$ cat src/rtl/fdc_pkg.sv
package fdc_pkg;

  typedef enum logic [1:0] {
    CLS_NONE  = 2'b00,
    CLS_OLD   = 2'b01,
    CLS_NEW   = 2'b10,
    CLS_UNDET = 2'b11
  } clsCode_e;

  // strobes from control to datapath, valid for the current cycle
  typedef struct packed {
    logic wrClr;   // write reset sampled
    logic wrStep;  // write advance (not in a write reset cycle)
    logic rdLoad;  // read reset sampled
    logic rdStep;  // read advance (not in a read reset cycle)
    logic armed;   // both pointers initialised before this edge
  } fdcStb_t;

endpackage

$ cat src/rtl/fdc_init_trk.sv
module fdc_init_trk #(
  parameter int INIT_CYC = 80
) (
  input  logic clk,
  input  logic rstN,
  input  logic portRst,
  input  logic portEn,
  output logic done
);
  localparam int IW = $clog2(INIT_CYC + 1);
  localparam logic [IW-1:0] INIT_V = IW'(INIT_CYC);

  logic [IW-1:0] dummyCnt;

  always_ff @(posedge clk or negedge rstN) begin
    if (!rstN) begin
      dummyCnt <= '0;
      done     <= 1'b0;
    end else if (!done) begin
      if (portRst) begin
        if (dummyCnt == INIT_V) done <= 1'b1;
        dummyCnt <= '0;
      end else if (portEn && dummyCnt != INIT_V) begin
        dummyCnt <= dummyCnt + 1'b1;
      end
    end
  end
endmodule

$ cat src/rtl/fdc_ctrl.sv
module fdc_ctrl
  import fdc_pkg::*;
#(
  parameter int INIT_CYC = 80
) (
  input  logic    clk,
  input  logic    rstN,
  input  logic    wrRst,
  input  logic    wrEn,
  input  logic    rdRst,
  input  logic    rdEn,
  output fdcStb_t stb,
  output logic    ptrReady
);
  localparam int NPORT = 2;

  logic [NPORT-1:0] rstVec;
  logic [NPORT-1:0] enVec;
  logic [NPORT-1:0] doneVec;

  assign rstVec = {rdRst, wrRst};
  assign enVec  = {rdEn, wrEn};

  for (genvar p = 0; p < NPORT; p++) begin : g_trk
    fdc_init_trk #(.INIT_CYC(INIT_CYC)) trk_i (
      .clk    (clk),
      .rstN   (rstN),
      .portRst(rstVec[p]),
      .portEn (enVec[p]),
      .done   (doneVec[p])
    );
  end

  assign ptrReady = &doneVec;

  always_comb begin
    stb.wrClr  = wrRst;
    stb.wrStep = wrEn & ~wrRst;
    stb.rdLoad = rdRst;
    stb.rdStep = rdEn & ~rdRst;
    stb.armed  = ptrReady;
  end
endmodule

$ cat src/rtl/fdc_datapath.sv
module fdc_datapath
  import fdc_pkg::*;
#(
  parameter int OLD_MAX = 70,
  parameter int NEW_MIN = 600,
  parameter int GAP_MAX = 262214,
  parameter int GAP_MIN = 600
) (
  input  logic       clk,
  input  logic       rstN,
  input  fdcStb_t    stb,
  output logic [1:0] clsCode,
  output logic       clsStrobe,
  output logic       undetWarn,
  output logic       gapViol
);
  localparam int CW = $clog2(GAP_MAX + 2);
  localparam logic [CW-1:0] CMAX   = '1;
  localparam logic [CW-1:0] OLD_V  = CW'(OLD_MAX);
  localparam logic [CW-1:0] NEW_V  = CW'(NEW_MIN);
  localparam logic [CW-1:0] GMAX_V = CW'(GAP_MAX);
  localparam logic [CW-1:0] GMIN_V = CW'(GAP_MIN);

  logic [CW-1:0] dlyCnt;
  logic [CW-1:0] wrPtr;
  logic [CW-1:0] gapCnt;
  logic          monOn;
  clsCode_e      nextCls;
  logic [CW-1:0] gapNext;

  // window decision on the delay seen at this edge
  always_comb begin
    if (!stb.armed)                              nextCls = CLS_NONE;
    else if (dlyCnt <= OLD_V)                    nextCls = CLS_OLD;
    else if (dlyCnt >= NEW_V && dlyCnt <= GMAX_V) nextCls = CLS_NEW;
    else                                         nextCls = CLS_UNDET;
  end

  always_comb begin
    gapNext = gapCnt;
    if (stb.rdLoad) begin
      gapNext = wrPtr;
    end else begin
      unique case ({stb.wrStep, stb.rdStep})
        2'b10:   if (gapCnt != CMAX) gapNext = gapCnt + 1'b1;
        2'b01:   if (gapCnt != '0)   gapNext = gapCnt - 1'b1;
        default: gapNext = gapCnt;
      endcase
    end
  end

  always_ff @(posedge clk or negedge rstN) begin
    if (!rstN) begin
      dlyCnt <= CMAX;
      wrPtr  <= '0;
      gapCnt <= '0;
    end else begin
      if (stb.wrClr)            dlyCnt <= CW'(1);
      else if (dlyCnt != CMAX)  dlyCnt <= dlyCnt + 1'b1;

      if (stb.wrClr)                      wrPtr <= '0;
      else if (stb.wrStep && wrPtr != CMAX) wrPtr <= wrPtr + 1'b1;

      gapCnt <= gapNext;
    end
  end

  always_ff @(posedge clk or negedge rstN) begin
    if (!rstN) begin
      clsCode   <= CLS_NONE;
      clsStrobe <= 1'b0;
      undetWarn <= 1'b0;
      gapViol   <= 1'b0;
      monOn     <= 1'b0;
    end else begin
      clsStrobe <= stb.rdLoad;
      undetWarn <= stb.rdLoad && (nextCls == CLS_UNDET);
      if (stb.rdLoad) begin
        clsCode <= nextCls;
        monOn   <= (nextCls == CLS_NEW);
      end
      gapViol <= stb.armed && monOn && stb.rdStep && (gapCnt <= GMIN_V);
    end
  end
endmodule

$ cat src/rtl/fdc_top.sv
module fdc_top
  import fdc_pkg::*;
#(
  parameter int OLD_MAX  = 70,
  parameter int NEW_MIN  = 600,
  parameter int GAP_MAX  = 262214,
  parameter int GAP_MIN  = 600,
  parameter int INIT_CYC = 80
) (
  input  logic       clk,
  input  logic       rstN,
  input  logic       wrRst,
  input  logic       wrEn,
  input  logic       rdRst,
  input  logic       rdEn,
  output logic [1:0] clsCode,
  output logic       clsStrobe,
  output logic       undetWarn,
  output logic       gapViol,
  output logic       ptrReady
);
  fdcStb_t stb;

  fdc_ctrl #(.INIT_CYC(INIT_CYC)) ctrl_i (
    .clk     (clk),
    .rstN    (rstN),
    .wrRst   (wrRst),
    .wrEn    (wrEn),
    .rdRst   (rdRst),
    .rdEn    (rdEn),
    .stb     (stb),
    .ptrReady(ptrReady)
  );

  fdc_datapath #(
    .OLD_MAX(OLD_MAX),
    .NEW_MIN(NEW_MIN),
    .GAP_MAX(GAP_MAX),
    .GAP_MIN(GAP_MIN)
  ) dp_i (
    .clk      (clk),
    .rstN     (rstN),
    .stb      (stb),
    .clsCode  (clsCode),
    .clsStrobe(clsStrobe),
    .undetWarn(undetWarn),
    .gapViol  (gapViol)
  );
endmodule

$ cat config.mk
export PLATFORM = sky130hd
export DESIGN_NAME = fdc_top
export DESIGN_NICKNAME = d
export VERILOG_FILES = /design/src/rtl/fdc_pkg.sv /design/src/rtl/fdc_init_trk.sv /design/src/rtl/fdc_ctrl.sv /design/src/rtl/fdc_datapath.sv /design/src/rtl/fdc_top.sv
export SDC_FILE = /design/constraint.sdc
export NUM_CORES = 1
export LEC_CHECK = 0
export BUFFER_PORTS_ARGS = -buffer_cell sky130_fd_sc_hd__buf_4
export CAP_MARGIN = 20
export CORE_UTILIZATION = 55
export CTS_CLUSTER_SIZE = 28
export DETAILED_ROUTE_END_ITERATION = 12
export GPL_ROUTABILITY_DRIVEN = 0
export GPL_TIMING_DRIVEN = 0
export PLACE_DENSITY = 0.73
export SYNTH_ARGS = -nofsm -noshare
export SYNTH_HDL_FRONTEND = slang
export SYNTH_SLANG_ARGS = --single-unit
$ cat constraint.sdc
create_clock -name clk -period 5.3 [get_ports clk]
set_input_delay 0 -clock clk [delete_from_list [all_inputs] [get_ports clk]]
set_output_delay 0 -clock clk [all_outputs]
set_load 0.005 [all_outputs]
==> results.txt <==
The flow ran to the end, and the final reports show no timing, DRC or antenna violations. The number of enable flip-flop cells after synthesis is 0. Global routing used 44.11% of the available met2 tracks. Dividing the synthesized area by the synthesized cell count gives 8.896 um2.

The end of the worst register-to-register path is dp_i.gapCnt[18]$_DFFE_PN0P_. Entering global routing, the biggest net connects 80 pins. The top cell types in the final layout, fill and taps aside, are 69 x sky130_fd_sc_hd__nor2_1, 60 x sky130_fd_sc_hd__dfrtp_1, 44 x sky130_fd_sc_hd__nand2_1. Dividing the final minimum period by the clock period gives 59.27%. After layout, the worst setup slack is 2.159 ns. The H-tree generated during clock tree synthesis spans 3 levels. The logs give 0 for the final antenna diode count and 4768 um2 for the synthesized area. Across the run, the number of max-cap violations was 0. The peak fanout along the critical path is 10. At the worst endpoint, the arrival time is 3.40 ns. The tools report the final routed DRC violation total as 0. The flop-to-flop setup slack was 2.48 ns.

After detailed placement, the total cell area comes to 4982 um2. Global routing used 3.668% of the available met3 tracks. The tools report the post-route standard cell area excluding fillers as 5215 um2. TritonCTS built the clock tree. Worst vdd rail ir drop: 0.1219 mV.

Setup violations remaining at the end of the flow were counted as 0. The run gives 0 as the number of antenna violations at the first check in global routing. The tools report the fill cell total of the finished layout as 678. After clock tree synthesis, the clock-pin slew on the worst setup and hold paths is 0.09 ns.

The share of async-settable or async-resettable flops after synthesis came out at 100.0%. In the synthesized netlist, the number of instances is 536. The floorplan has 33 rows.

For this run, the detailed router's first-pass iteration total came to 5. The region available for standard cell placement spans 8299 um2. The element type at the critical path end is a flip-flop. The portion of the post-synthesis area used by sequential elements was 41.96%. The library cell with the largest summed area after synthesis was sky130_fd_sc_hd__dfrtp_1.

Kind of start point of the critical path: an input port. The die is 95.11 um wide. The synthesized design contains 79 register bits.

The clock period minus worst slack came out at 3.141 ns. Setup repair after global routing left no endpoint under its margin. The number of nets still failing antenna checks after routing was 0; the final count of pins violating max slew was 0. For the combined global-route utilization of all metal layers, the log shows 27.09%. After layout, the design draws a total of 1273 uW. The detailed placer's ending HPWL was 7813 um; the initial core utilization was 57.46%. The run gives 5.55 ns as the data required time at the worst endpoint. The number of warnings issued by yosys was 0; the sink count of the clock tree was 79. The tools report the static leakage as 0.002218 uW.

For the final database, setup skew stands at 0.01326 ns. The die covers 9046 um2. In the post-synthesis netlist, the biggest area contributors are sky130_fd_sc_hd__dfrtp_1 31%, sky130_fd_sc_hd__dfstp_2 10%, sky130_fd_sc_hd__nor2_1 5.4%, sky130_fd_sc_hd__nand2_1 3.5%, sky130_fd_sc_hd__xor2_1 3.1%. At the placement stage, the worst setup path has a slack of 2.433 ns. The classification of the worst-slack hold path is in2async. The critical path goes through dlygate4sd3_1, buf_4, nand2b_1, clkbuf_1, nand2_1, xnor2_1, ha_1, nor4_1, nand3_1, or2_2, o41ai_1, and4_4, nor3_2. The number of global-route vias before repair is 3883.

The detailed-route wire length per cell works out to 17.12 um. The kind of cell with the highest combined delay along the critical path is simple AND/OR/NAND/NOR gates. For this design the ratio of total power to cell area is 244.0 nW/um2.

The critical path is of the in2reg type. In this run the critical register-to-register path is launched from dp_i.gapCnt[13]$_DFFE_PN0P_. The maximum single-stage delay on the critical path was 0.53 ns; the number of nets in the finished design was 576. The transition time at the pin with the least slew margin was 1.031 ns; the mean number of vias per cell was 6.299.

The first global-routing pass estimated 18950 um of wire. The run gives 11510 um as the sum of routed wire length over all layers. Met1 usage in global routing: 36.64%. The global routing stage identified its most utilized layer as met2. The run gives 2001 um2 as the storage element area. Among all flip-flop cells after synthesis, the most frequent one is sky130_fd_sc_hd__dfrtp_1.

The routed layout has 4233 vias. Summed over all failing endpoints, the final setup total negative slack is 0 ns. Among all stages on the critical path, the largest delay is contributed by sky130_fd_sc_hd__dlygate4sd3_1. After synthesis, the netlist uses 62 different library cells. Timing would allow up to 0.3184 GHz. Counting along the longest clock path gives a buffer depth of 2.

In this run the tightest slew margin relative to its limit is 30.87%. In this run the count of I/O pins placed on the die edge is 12. The layout cell share with drive strength beyond 1 came out at 14.64%. Counting both buffers and inverters, the worst setup path holds a total of 3. Top-area cell type share of the netlist area: 31.49%.

Synthesis produced a netlist with a net count of 550. The run gives 9 as the number of CTS-inserted buffers. The most common cell after layout, fill and taps aside was sky130_fd_sc_hd__nor2_1. The number of DRC markers in iteration 0 is 258, and the total count of hold-check failures in the final report is 0. For the worst flop-to-flop path, the logic depth is 8. The height of the die was 95.11 um.

The area added between synthesis and finish was 9.368%. The clock root buffer was sky130_fd_sc_hd__clkbuf_8. The number of buffers added on ports is 11. The run gives 2589 um2 as the area of combinational cells with multiple inputs. The sum of overflow across all layers after global routing is 0, and the latest clock arrival within the worst-skew pair is 0.36 ns.
==> power by group <==
| group | switching, uW | internal (uW) |
|---|---|---|
| sequential | 35.6 | 631 |
| clock | 229 | 201 |
| combinational | 106 | 69.8 |
| total | 371 | 901 |
==> registers in the layout (all words and copies together), names as in the netlist, 2 cells and up <==
| register | cells |
|---|---|
| dp_i.dlyCnt | 19 |
| ctrl_i.g_trk.trk_i.dummyCnt | 14 |
| dp_i.clsCode | 2 |
| ctrl_i.g_trk.trk_i.done | 2 |
| dp_i.wrPtr | 19 |
| dp_i.gapCnt | 19 |
==> layer usage <==
layer / share of wire [%] / vias to the layer above
li1: - / 2009
met1: 45 / 2016
met2: 47 / 180
met3: 6.6 / 28
met4: 1.9 / 0
met5: 0 / -
==> area by class of cell <==
cell class | count | share of cell area (%)
Tap cell | 105 | 2.519
Clock buffer | 12 | 2.999
Buffer | 26 | 2.351
Timing Repair Buffer | 15 | 2.543
Sequential cell | 79 | 38.36
Multi-Input combinational cell | 416 | 49.64
Inverter | 15 | 1.080
Clock inverter | 4 | 0.5038
==> how the worst max path moves through the flow <==
stage | start | slack, ns | end | depth (start not counted)
6_report | wrRst | 2.16 | dp_i.gapCnt[16]$_DFFE_PN0P_ | 13
3_5_place_dp | wrRst | 2.43 | dp_i.gapCnt[16]$_DFFE_PN0P_ | 12
5_1_grt | wrRst | 1.86 | dp_i.gapCnt[16]$_DFFE_PN0P_ | 13
3_3_place_gp | wrRst | 2.48 | dp_i.gapCnt[16]$_DFFE_PN0P_ | 12
2_1_floorplan | dp_i.gapCnt[12]$_DFFE_PN0P_ | 2.67 | dp_i.gapCnt[18]$_DFFE_PN0P_ | 9
4_1_cts | wrRst | 2.25 | dp_i.gapCnt[16]$_DFFE_PN0P_ | 13
==> worst reg2reg max path, stage by stage, from the launching register on <==
cell and delay, ns:
sky130_fd_sc_hd__dfrtp_1 0.46, sky130_fd_sc_hd__or3_4 0.42, sky130_fd_sc_hd__or4_4 0.52, sky130_fd_sc_hd__or4_1 0.53, sky130_fd_sc_hd__and2_1 0.19, sky130_fd_sc_hd__buf_6 0.13
sky130_fd_sc_hd__buf_6 0.14, sky130_fd_sc_hd__and4_1 0.21, sky130_fd_sc_hd__nor3_2 0.14
==> stage by stage <==
| step | hold slack, ns | utilization, % | cells |
|---|---|---|---|
| 2_1_floorplan | -0.2956 | - | 536 |
| 3_3_place_gp | 0.1737 | 60.03 | 652 |
| 3_5_place_dp | 0.1765 | 60.03 | 652 |
| 4_1_cts | 0.1867 | 62.60 | 671 |
| 5_1_grt | 0.2150 | 62.84 | 672 |
| 6_report | 0.1472 | 62.84 | 672 |
==> synthesized netlist by cell type (all sizes together) (13+ instances only) <==
cell type / count
nor3: 27
inv: 14
nand4: 21
nand2: 44
dfrtp: 60
a21oi: 13
or2: 14
clkbuf: 20
xnor2: 16
nand3: 29
xor2: 17
dfstp: 19
nor2: 69
and3: 15
o21ai: 20
and4: 15
==> cell families (layout without fill, tap and decap cells) <==
family,Yosys count,count (layout),synth area share (%)
and+or+nand+nor,272,272,30.62
AOI/OAI and AO/OA,94,94,13.59
DFF,79,79,41.96
buffers and inverters,41,72,3.752
xor gates and xnor gates,33,33,6.061
muxes,9,9,1.916
adders and majority gates,8,8,2.099
==> what timing repair did <==
action                    4_1_cts  5_1_grt
resized for setup               0        0
buffers inserted                0        0
hold buffers                    3        0
hold endpoints to repair       62        0
Note: power is estimated with default switching activity, not from simulation.
